===== src/rtl/rxbd_pkg.sv =====
package rxbd_pkg;
  localparam int ST_EMPTY = 15;
  localparam int ST_WRAP  = 13;
  localparam int ST_LAST  = 11;
  localparam int ST_LONG  = 5;
  localparam int ST_TRUNC = 0;
  localparam logic [31:0] CRC_POLY = 32'hEDB88320;

  typedef enum logic [3:0] {
    S_IDLE, S_DB, S_CHK, S_BD0, S_BD1, S_BYTE, S_WB, S_NEXT, S_DRAIN
  } rx_state_t;

  function automatic logic [31:0] crc_step(input logic [31:0] c, input logic [7:0] b);
    logic [31:0] r;
    r = c ^ {24'd0, b};
    for (int i = 0; i < 8; i++) r = r[0] ? ((r >> 1) ^ CRC_POLY) : (r >> 1);
    return r;
  endfunction
endpackage


===== src/rtl/rxbd_crc32.sv =====
module rxbd_crc32
  import rxbd_pkg::*;
(
  input  logic        clk,
  input  logic        rst,
  input  logic        clr,
  input  logic        en,
  input  logic [7:0]  din,
  output logic [31:0] fcs
);
  logic [31:0] acc;

  always_ff @(posedge clk) begin
    if (rst || clr) acc <= '1;
    else if (en)    acc <= crc_step(acc, din);
  end

  assign fcs = ~acc;

  // a cleared accumulator presents a zero check value
  p_crc_clear_r6: assert property (@(posedge clk) disable iff (rst)
    clr |=> (fcs == 32'd0));
endmodule


===== src/rtl/rxbd_bufsz_reg.sv =====
module rxbd_bufsz_reg #(
  parameter int BSZ_W = 11
) (
  input  logic             clk,
  input  logic             rst,
  input  logic             wr,
  input  logic [BSZ_W-1:0] wdata,
  output logic [BSZ_W-1:0] bufsz
);
  localparam logic [BSZ_W-1:0] KEEP = {{(BSZ_W-4){1'b1}}, 4'b0000};
  logic [BSZ_W-1:0] masked;

  assign masked = wdata & KEEP;

  always_ff @(posedge clk) begin
    if (rst)     bufsz <= KEEP;
    else if (wr) bufsz <= (masked == '0) ? KEEP : masked;
  end

  // a write that masks to zero falls back to the largest size
  p_bufsz_zero_r11: assert property (@(posedge clk) disable iff (rst)
    (wr && masked == '0) |=> (bufsz == KEEP));
endmodule


===== src/rtl/rxbd_engine.sv =====
module rxbd_engine
  import rxbd_pkg::*;
#(
  parameter int ADDR_W   = 32,
  parameter int LEN_W    = 16,
  parameter int HARD_CAP = 2032,
  parameter int BSZ_W    = 11
) (
  input  logic              clk,
  input  logic              rst,
  input  logic              cfg_enable,
  input  logic [LEN_W-1:0]  cfg_max_len,
  input  logic              ring_base_wr,
  input  logic [ADDR_W-4:0] ring_base_data,
  input  logic              bufsz_wr,
  input  logic [BSZ_W-1:0]  bufsz_data,
  input  logic              doorbell,
  input  logic              hdr_valid,
  input  logic [LEN_W-1:0]  hdr_len,
  output logic              hdr_ready,
  input  logic              s_valid,
  input  logic [7:0]        s_data,
  output logic              s_ready,
  output logic              mem_req,
  output logic              mem_we,
  output logic [ADDR_W-1:0] mem_addr,
  output logic [31:0]       mem_wdata,
  output logic [3:0]        mem_be,
  input  logic [31:0]       mem_rdata,
  input  logic              mem_ack,
  output logic              rx_active,
  output logic              evt_buf,
  output logic              evt_frame
);
  localparam int SZ_W = LEN_W + 1;
  localparam logic [SZ_W-1:0] CAP_V = SZ_W'(HARD_CAP);
  localparam logic [SZ_W-1:0] CRC_N = SZ_W'(4);

  rx_state_t         state;
  logic [ADDR_W-1:0] ring_base, cur_ptr, walk_ptr, bptr;
  logic [SZ_W-1:0]   want, remain, dcnt, idx, boff;
  logic [LEN_W-1:0]  in_len, in_cnt, drain_left;
  logic [15:0]       bd_stat;
  logic              flg_lg, flg_tr;
  logic [BSZ_W-1:0]  bufsz;
  logic [31:0]       fcs;

  // header decode
  logic [SZ_W-1:0] size_raw, size_c, bsz_ext, chunk_c;
  logic            hdr_tr, hdr_lg, last_c, hdr_take, byte_take;
  logic [ADDR_W-1:0] next_ptr, walk_next;
  logic [1:0]      crc_sel;
  logic [7:0]      crc_byte;
  logic [15:0]     new_stat;

  assign size_raw  = {1'b0, hdr_len} + CRC_N;
  assign hdr_tr    = size_raw > CAP_V;
  assign size_c    = hdr_tr ? CAP_V : size_raw;
  assign hdr_lg    = hdr_tr || (size_c > {1'b0, cfg_max_len});
  assign bsz_ext   = SZ_W'(bufsz);
  assign last_c    = remain <= bsz_ext;
  assign chunk_c   = last_c ? remain : bsz_ext;
  assign next_ptr  = bd_stat[ST_WRAP] ? ring_base : cur_ptr + ADDR_W'(8);
  assign walk_next = mem_rdata[16+ST_WRAP] ? ring_base : walk_ptr + ADDR_W'(8);
  assign crc_sel   = 2'(idx - dcnt);
  assign crc_byte  = 8'(fcs >> {crc_sel, 3'b000});

  always_comb begin
    new_stat = bd_stat & ~(16'd1 << ST_EMPTY);
    if (last_c) begin
      new_stat[ST_LAST]  = 1'b1;
      new_stat[ST_LONG]  = flg_lg;
      new_stat[ST_TRUNC] = flg_tr;
    end
  end

  assign hdr_ready = (state == S_IDLE) && cfg_enable && rx_active;
  assign hdr_take  = hdr_valid && hdr_ready;
  assign s_ready   = ((state == S_BYTE) && !mem_req && (idx < dcnt)) ||
                     ((state == S_DRAIN) && (drain_left != '0));
  assign byte_take = (state == S_BYTE) && s_ready && s_valid;

  rxbd_bufsz_reg #(.BSZ_W(BSZ_W)) u_bufsz (
    .clk(clk), .rst(rst), .wr(bufsz_wr), .wdata(bufsz_data), .bufsz(bufsz)
  );

  rxbd_crc32 u_crc (
    .clk(clk), .rst(rst), .clr(hdr_take), .en(byte_take), .din(s_data), .fcs(fcs)
  );

  always_ff @(posedge clk) begin
    if (rst) begin
      state      <= S_IDLE;
      ring_base  <= '0;
      cur_ptr    <= '0;
      walk_ptr   <= '0;
      bptr       <= '0;
      want       <= '0;
      remain     <= '0;
      dcnt       <= '0;
      idx        <= '0;
      boff       <= '0;
      in_len     <= '0;
      in_cnt     <= '0;
      drain_left <= '0;
      bd_stat    <= '0;
      flg_lg     <= 1'b0;
      flg_tr     <= 1'b0;
      mem_req    <= 1'b0;
      mem_we     <= 1'b0;
      mem_addr   <= '0;
      mem_wdata  <= '0;
      mem_be     <= '0;
      rx_active  <= 1'b0;
      evt_buf    <= 1'b0;
      evt_frame  <= 1'b0;
    end else begin
      evt_buf   <= 1'b0;
      evt_frame <= 1'b0;
      if (!cfg_enable) rx_active <= 1'b0;
      if (ring_base_wr) begin
        ring_base <= {ring_base_data, 3'b000};
        cur_ptr   <= {ring_base_data, 3'b000};
      end
      case (state)
        S_IDLE: begin
          if (hdr_take) begin
            in_len   <= hdr_len;
            in_cnt   <= '0;
            want     <= size_c;
            remain   <= size_c;
            dcnt     <= size_c - CRC_N;
            flg_lg   <= hdr_lg;
            flg_tr   <= hdr_tr;
            idx      <= '0;
            walk_ptr <= cur_ptr;
            mem_req  <= 1'b1;
            mem_we   <= 1'b0;
            mem_addr <= cur_ptr;
            mem_be   <= 4'hF;
            state    <= S_CHK;
          end else if (doorbell && cfg_enable && !rx_active) begin
            mem_req  <= 1'b1;
            mem_we   <= 1'b0;
            mem_addr <= cur_ptr;
            mem_be   <= 4'hF;
            state    <= S_DB;
          end
        end
        S_DB: if (mem_ack) begin
          mem_req   <= 1'b0;
          rx_active <= mem_rdata[16+ST_EMPTY] && cfg_enable;
          state     <= S_IDLE;
        end
        S_CHK: if (mem_ack) begin
          if (!mem_rdata[16+ST_EMPTY]) begin
            mem_req    <= 1'b0;
            drain_left <= in_len;
            state      <= S_DRAIN;
          end else if (want <= bsz_ext) begin
            mem_addr <= cur_ptr;
            state    <= S_BD0;
          end else begin
            want     <= want - bsz_ext;
            walk_ptr <= walk_next;
            mem_addr <= walk_next;
          end
        end
        S_BD0: if (mem_ack) begin
          bd_stat  <= mem_rdata[31:16];
          mem_addr <= cur_ptr + ADDR_W'(4);
          state    <= S_BD1;
        end
        S_BD1: if (mem_ack) begin
          bptr    <= mem_rdata[ADDR_W-1:0];
          boff    <= '0;
          mem_req <= 1'b0;
          state   <= S_BYTE;
        end
        S_BYTE: begin
          if (mem_req) begin
            if (mem_ack) begin
              idx  <= idx + 1'b1;
              boff <= boff + 1'b1;
              if (boff + 1'b1 == chunk_c) begin
                mem_we    <= 1'b1;
                mem_addr  <= cur_ptr;
                mem_wdata <= {new_stat, 16'(chunk_c)};
                mem_be    <= 4'hF;
                state     <= S_WB;
              end else begin
                mem_req <= 1'b0;
              end
            end
          end else if (idx < dcnt) begin
            if (s_valid) begin
              in_cnt    <= in_cnt + 1'b1;
              mem_req   <= 1'b1;
              mem_we    <= 1'b1;
              mem_addr  <= bptr + ADDR_W'(boff);
              mem_wdata <= {4{s_data}};
              mem_be    <= 4'b0001 << (bptr[1:0] + boff[1:0]);
            end
          end else begin
            mem_req   <= 1'b1;
            mem_we    <= 1'b1;
            mem_addr  <= bptr + ADDR_W'(boff);
            mem_wdata <= {4{crc_byte}};
            mem_be    <= 4'b0001 << (bptr[1:0] + boff[1:0]);
          end
        end
        S_WB: if (mem_ack) begin
          remain   <= remain - chunk_c;
          cur_ptr  <= next_ptr;
          mem_we   <= 1'b0;
          mem_addr <= next_ptr;
          mem_be   <= 4'hF;
          if (last_c) begin
            evt_frame <= 1'b1;
            state     <= S_NEXT;
          end else begin
            evt_buf <= 1'b1;
            state   <= S_BD0;
          end
        end
        S_NEXT: if (mem_ack) begin
          mem_req   <= 1'b0;
          rx_active <= mem_rdata[16+ST_EMPTY] && cfg_enable;
          if (in_cnt != in_len) begin
            drain_left <= in_len - in_cnt;
            state      <= S_DRAIN;
          end else begin
            state <= S_IDLE;
          end
        end
        S_DRAIN: begin
          if (drain_left == '0)  state <= S_IDLE;
          else if (s_valid)      drain_left <= drain_left - 1'b1;
        end
        default: state <= S_IDLE;
      endcase
    end
  end

  // a descriptor completes either as a buffer or as a frame end
  p_evt_excl_r7: assert property (@(posedge clk) disable iff (rst)
    !(evt_buf && evt_frame));
  // a pending memory request keeps its address and direction
  p_req_hold_r5: assert property (@(posedge clk) disable iff (rst)
    (mem_req && !mem_ack) |=> (mem_req && $stable(mem_addr) && $stable(mem_we)));
  // frame completion is followed by a read of the next descriptor
  p_frame_then_read_r12: assert property (@(posedge clk) disable iff (rst)
    evt_frame |-> (mem_req && !mem_we));
  // dropping the enable clears reception
  p_enable_drop_r3: assert property (@(posedge clk) disable iff (rst)
    !cfg_enable |=> !rx_active);
  // the space walk only reads
  p_walk_reads_r4: assert property (@(posedge clk) disable iff (rst)
    (state == S_CHK) |-> !mem_we);
  // no stored byte lies beyond the hard cap
  p_cap_r8: assert property (@(posedge clk) disable iff (rst)
    (state == S_BYTE && mem_req && mem_ack) |-> (idx < CAP_V));
  // a written-back count is non-zero and within one buffer
  p_wb_len_r5: assert property (@(posedge clk) disable iff (rst)
    (state == S_WB && mem_req) |-> (mem_wdata[15:0] != 16'd0 &&
                                    SZ_W'(mem_wdata[15:0]) <= bsz_ext));
endmodule


===== config.mk =====
export PLATFORM = sky130hd
export DESIGN_NAME = rxbd_engine
export DESIGN_NICKNAME = d
export VERILOG_FILES = /design/src/rtl/rxbd_pkg.sv /design/src/rtl/rxbd_crc32.sv /design/src/rtl/rxbd_bufsz_reg.sv /design/src/rtl/rxbd_engine.sv
export SDC_FILE = /design/constraint.sdc
export NUM_CORES = 1
export LEC_CHECK = 0
export BUFFER_PORTS_ARGS = -buffer_cell sky130_fd_sc_hd__buf_2
export CAP_MARGIN = 20
export CORE_MARGIN = 2
export CORE_UTILIZATION = 45
export CTS_CLUSTER_SIZE = 14
export DETAILED_ROUTE_END_ITERATION = 6
export GPL_TIMING_DRIVEN = 0
export PLACE_DENSITY = 0.75
export SLEW_MARGIN = 10
export SYNTH_ARGS = -nofsm -noshare
export SYNTH_HDL_FRONTEND = slang
export SYNTH_SLANG_ARGS = --single-unit

===== constraint.sdc =====
create_clock -name clk -period 11.05 [get_ports clk]
set_clock_uncertainty 0.2 [all_clocks]
set_input_delay 1.6575 -clock clk [delete_from_list [all_inputs] [get_ports clk]]
set_output_delay 1.6575 -clock clk [all_outputs]
set_load 0.1 [all_outputs]

==> flow_summary_export.csv <==
group,metric,value,unit
critical_path,cp-startpoint,"state[0]$_SDFFE_PP0P_",
layout,regArea,7830,um2
cts,cts-root-buf,"clkbuf_16",
floorplanning,dieArea,56200,um2
cts,h-tree-depth,2,
worst_hold_path,min_to,"dcnt[14]$_SDFFE_PP0P_",
route,dr.pass1.iters,7,
synth,avgSynthCellArea,7.63,um2
synth,synth_common_cells,"nand2_1, dfxtp_1, nor2_1",
cts,cts.repair.resized,0,
worst_hold_path,hold_class,"register to register",
synth,synth_area,24400,um2
route,via_per_inst,6.37,
timing,tightestPinTransition,1.14,ns
route,drt_wl_total,102000,um
critical_path,worst-path-buf-inv,4,
synth,synth_edf_count,0,
synth,synthAdderAreaFrac,5.15,%
route,routedWlPerCell,24.5,um
layout,nets,3665,
critical_path,rrSetupSlack,5.39,ns
synth,synth.area.top_cells,"dfxtp_1, nand2_1, a21oi_1",
power,p_per_area,163,nW/um2
cts,clock_sinks,391,
route,dr.first_iter.drc_count,3733,
synth,yosysMostFrequentCell,"nand2_1",
worst_hold_path,hold_depth,1,
synth,netlist_instances,3203,
critical_path,crit_family,"buffers and inverters",
outcome,outcome,"completed",
timing,min_period,6.42,ns
power,p_leak,10.5,nW
floorplanning,start_util,45.5,%
floorplanning,num_rows,85,
timing,maxSlewHeadroom,24.0,%
critical_path,path_cells,"nor2b_1 > and2_1 > clkbuf_1 > nand2_1 > clkbuf_1 > clkbuf_1 > o21ai_0 > buf_2",
placement,dp_hpwl,77900,um
placement,routabilityCongestion,1.12,
critical_path,start_kind,"register",
synth,synth_seq_cells,391,
cts,clk_transition_reported_paths,0.08,ns
route,drc,0,
critical_path,crit_path_end_kind,"primary output",
placement,portBuffers,187,
cts,holdBufCountCts,0,
layout,area_growth,14.1,%
timing,finalMaxSlewViolations,0,
floorplanning,die_h,237,um
grt,grt_pass1_wl,151000,um
synth,yosysTopAreaCellShare,32.0,%
synth,synth_cell_types,84,
worst_hold_path,min_from,"dcnt[14]$_SDFFE_PP0P_",
floorplanning,die_w,237,um
critical_path,r2r_cells,19,
synth,synthArstFlopShare,0,%
grt,grt_pass1_vias,24639,
layout,fin_cells,4179,
synth,ys_seq_area_share,32.0,%
cts,clk_latency,0.62,ns
timing,fin_crit_sh,58.1,%
synth,synthXorXnorAreaFrac,8.14,%
synth,synth_top_family_by_area,"compound AO/OA/AOI/OAI gates",
critical_path,r2r-end,"remain[15]$_SDFFE_PP0P_",
power,ir_drop,0.186,mV
timing,setup_viol,0,
critical_path,slowest_stage,"o21ai_0",
critical_path,critPathRequiredTime,9.19,ns
synth,synthSimpleGateAreaFrac,22.8,%
timing,fmaxAchievable,156,MHz
critical_path,rr_startpoint,"u_bufsz.bufsz[5]$_SDFFE_PP1P_",
cts,post_cts_buffers,0,
synth,synth-compound-area-share,23.1,%
synth,synth_warnings,0,
timing,rsz0062_at_grt,"false",
floorplanning,core,53700,um2
route,drt.antenna.violating_nets,0,
critical_path,worst-setup-path-type,"register to primary output",
timing,hold_violations,0,
synth,synth_area_leader_cell,"dfxtp_1",
layout,drive_gt1_share,9.08,%
cts,cts_tree,"done",
critical_path,crit_top_cell,"clkbuf_1",
timing,fin_setup_tns,0,ns
synth,synth_mux_area_share,3.77,%
grt,grt_usage,35.3,%
layout,multi_input_area,15400,um2
grt,grt_max_degree,15,
layout,n_fill_cell,5241,
floorplanning,ios,196,
route,vias,26602,
critical_path,cp_max_fo,10,
critical_path,cpPeakStageDelay,0.63,ns
grt,antenna_found_initial,3,
flow_run,maxCapViolations,0,
cts,cts_buffer_depth,3,
cts,numCtsBuffers,45,
grt,grt-ovfl-total,0,
critical_path,worstPathArrival,4.57,ns
synth,synthFlopType,"dfxtp_1",
placement,dp.cells,4094,
==> state kept, by name, indices dropped and copies added (netlist names), 7 cells and up <==
name,count
u_crc.acc,32
boff,17
remain,17
mem_addr,32
in_len,16
u_bufsz.bufsz,7
in_cnt,16
want,17
dcnt,17
ring_base,29
walk_ptr,32
bd_stat,15
bptr,32
idx,17
mem_wdata,32
cur_ptr,32
drain_left,16
==> through the flow <==
stage / setup WS (ns) / power (mW) / cell area [um2] / util (%) / hold WS (ns)
after floorplan: 5.10 / 2.53 / 24400 / - / 0.227
after global placement: 5.14 / 2.90 / 26200 / 48.9 / 0.235
after detailed placement: 5.34 / 2.91 / 26300 / 49.0 / 0.239
after CTS: 4.84 / 4.49 / 27900 / 51.9 / 0.253
after global routing: 4.57 / 4.65 / 27900 / 51.9 / 0.268
final: 4.63 / 4.54 / 27900 / 51.9 / 0.249
==> power by group <==
part | internal, mW | switching, mW | total, mW | leakage [nW]
sequential | 1.49 | 0.0794 | 1.57 | 3.17
clock | 0.922 | 0.676 | 1.60 | 0.745
combinational | 0.343 | 1.02 | 1.37 | 6.58
total | 2.76 | 1.78 | 4.54 | 10.5
==> kinds of logic after synthesis <==
logic type                 after synthesis
and+or+nand+nor                       1215
AOI/OAI and AO/OA                      868
DFF                                    391
buffers and inverters                  320
xor gates and xnor gates               227
adders and majority gates               99
muxes                                   81
other                                    2
==> worst max-delay path by stage <==
stage | to | slack [ns] | cells past startpoint
6_report | s_ready | 4.63 | 8
4_1_cts | s_ready | 4.84 | 8
3_5_place_dp | flg_lg$_SDFFE_PP0P_ | 5.34 | 13
2_1_floorplan | s_ready | 5.10 | 10
5_1_grt | s_ready | 4.57 | 8
3_3_place_gp | s_ready | 5.14 | 7
==> layout make-up <==
| cell class | count | area share (%) |
|---|---|---|
| Inverter | 104 | 1.40 |
| Sequential cell | 391 | 28.1 |
| Antenna cell | 1 | 0.00898 |
| Timing Repair Buffer | 192 | 3.51 |
| Multi-Input combinational cell | 2496 | 55.4 |
| Clock buffer | 56 | 4.44 |
| Clock inverter | 27 | 1.13 |
| Buffer | 216 | 2.95 |
| Tap cell | 696 | 3.12 |
==> layout by cell type, fill, tap and decap left out, drive strengths merged, types with 11 or more instances in the layout <==
cell type,count
dfxtp,391
clkinv,12
xor2,91
or4,12
a21oi,252
o21a,18
or3,31
nand3,104
o21ai,168
and3,51
a31oi,43
o31a,11
nand2b,26
clkbuf,243
nand4,49
a21o,23
ha,95
a22oi,18
mux2i,66
nor4,33
xnor2,136
and4,16
and2,13
inv,106
nor2b,16
buf,221
a211oi,86
o22ai,27
o211ai,55
nor2,307
o2bb2ai,25
a221oi,32
nor3,69
nand2,466
==> layer usage <==
metal | share of wire [%] | global-route usage (%) | wire [um] | vias to the layer above
li1 | - | - | - | 12018
met1 | 39 | 45.6 | 40100 | 12426
met2 | 42 | 52.4 | 42700 | 1759
met3 | 12 | 9.03 | 12200 | 395
met4 | 7.0 | 21.9 | 7210 | 4
met5 | 0.021 | 0 | 21 | -
==> worst register-to-register path, stage by stage (launching register included) <==
cell and delay [ns]:
dfxtp_1 0.55, inv_1 0.20, ha_1 0.32, nand4_1 0.16
o211a_1 0.28, a221oi_2 0.53, nor2_1 0.14, clkbuf_1 0.35
a21oi_1 0.43, ha_1 0.32, o21a_1 0.14, o21a_1 0.21
o21a_1 0.19, o21ai_0 0.19, a21oi_1 0.12, o21ai_0 0.36
nand2_1 0.16, or4_1 0.42, a32oi_1 0.21, nor2_1 0.05
Power figures use the tool's default switching activity.
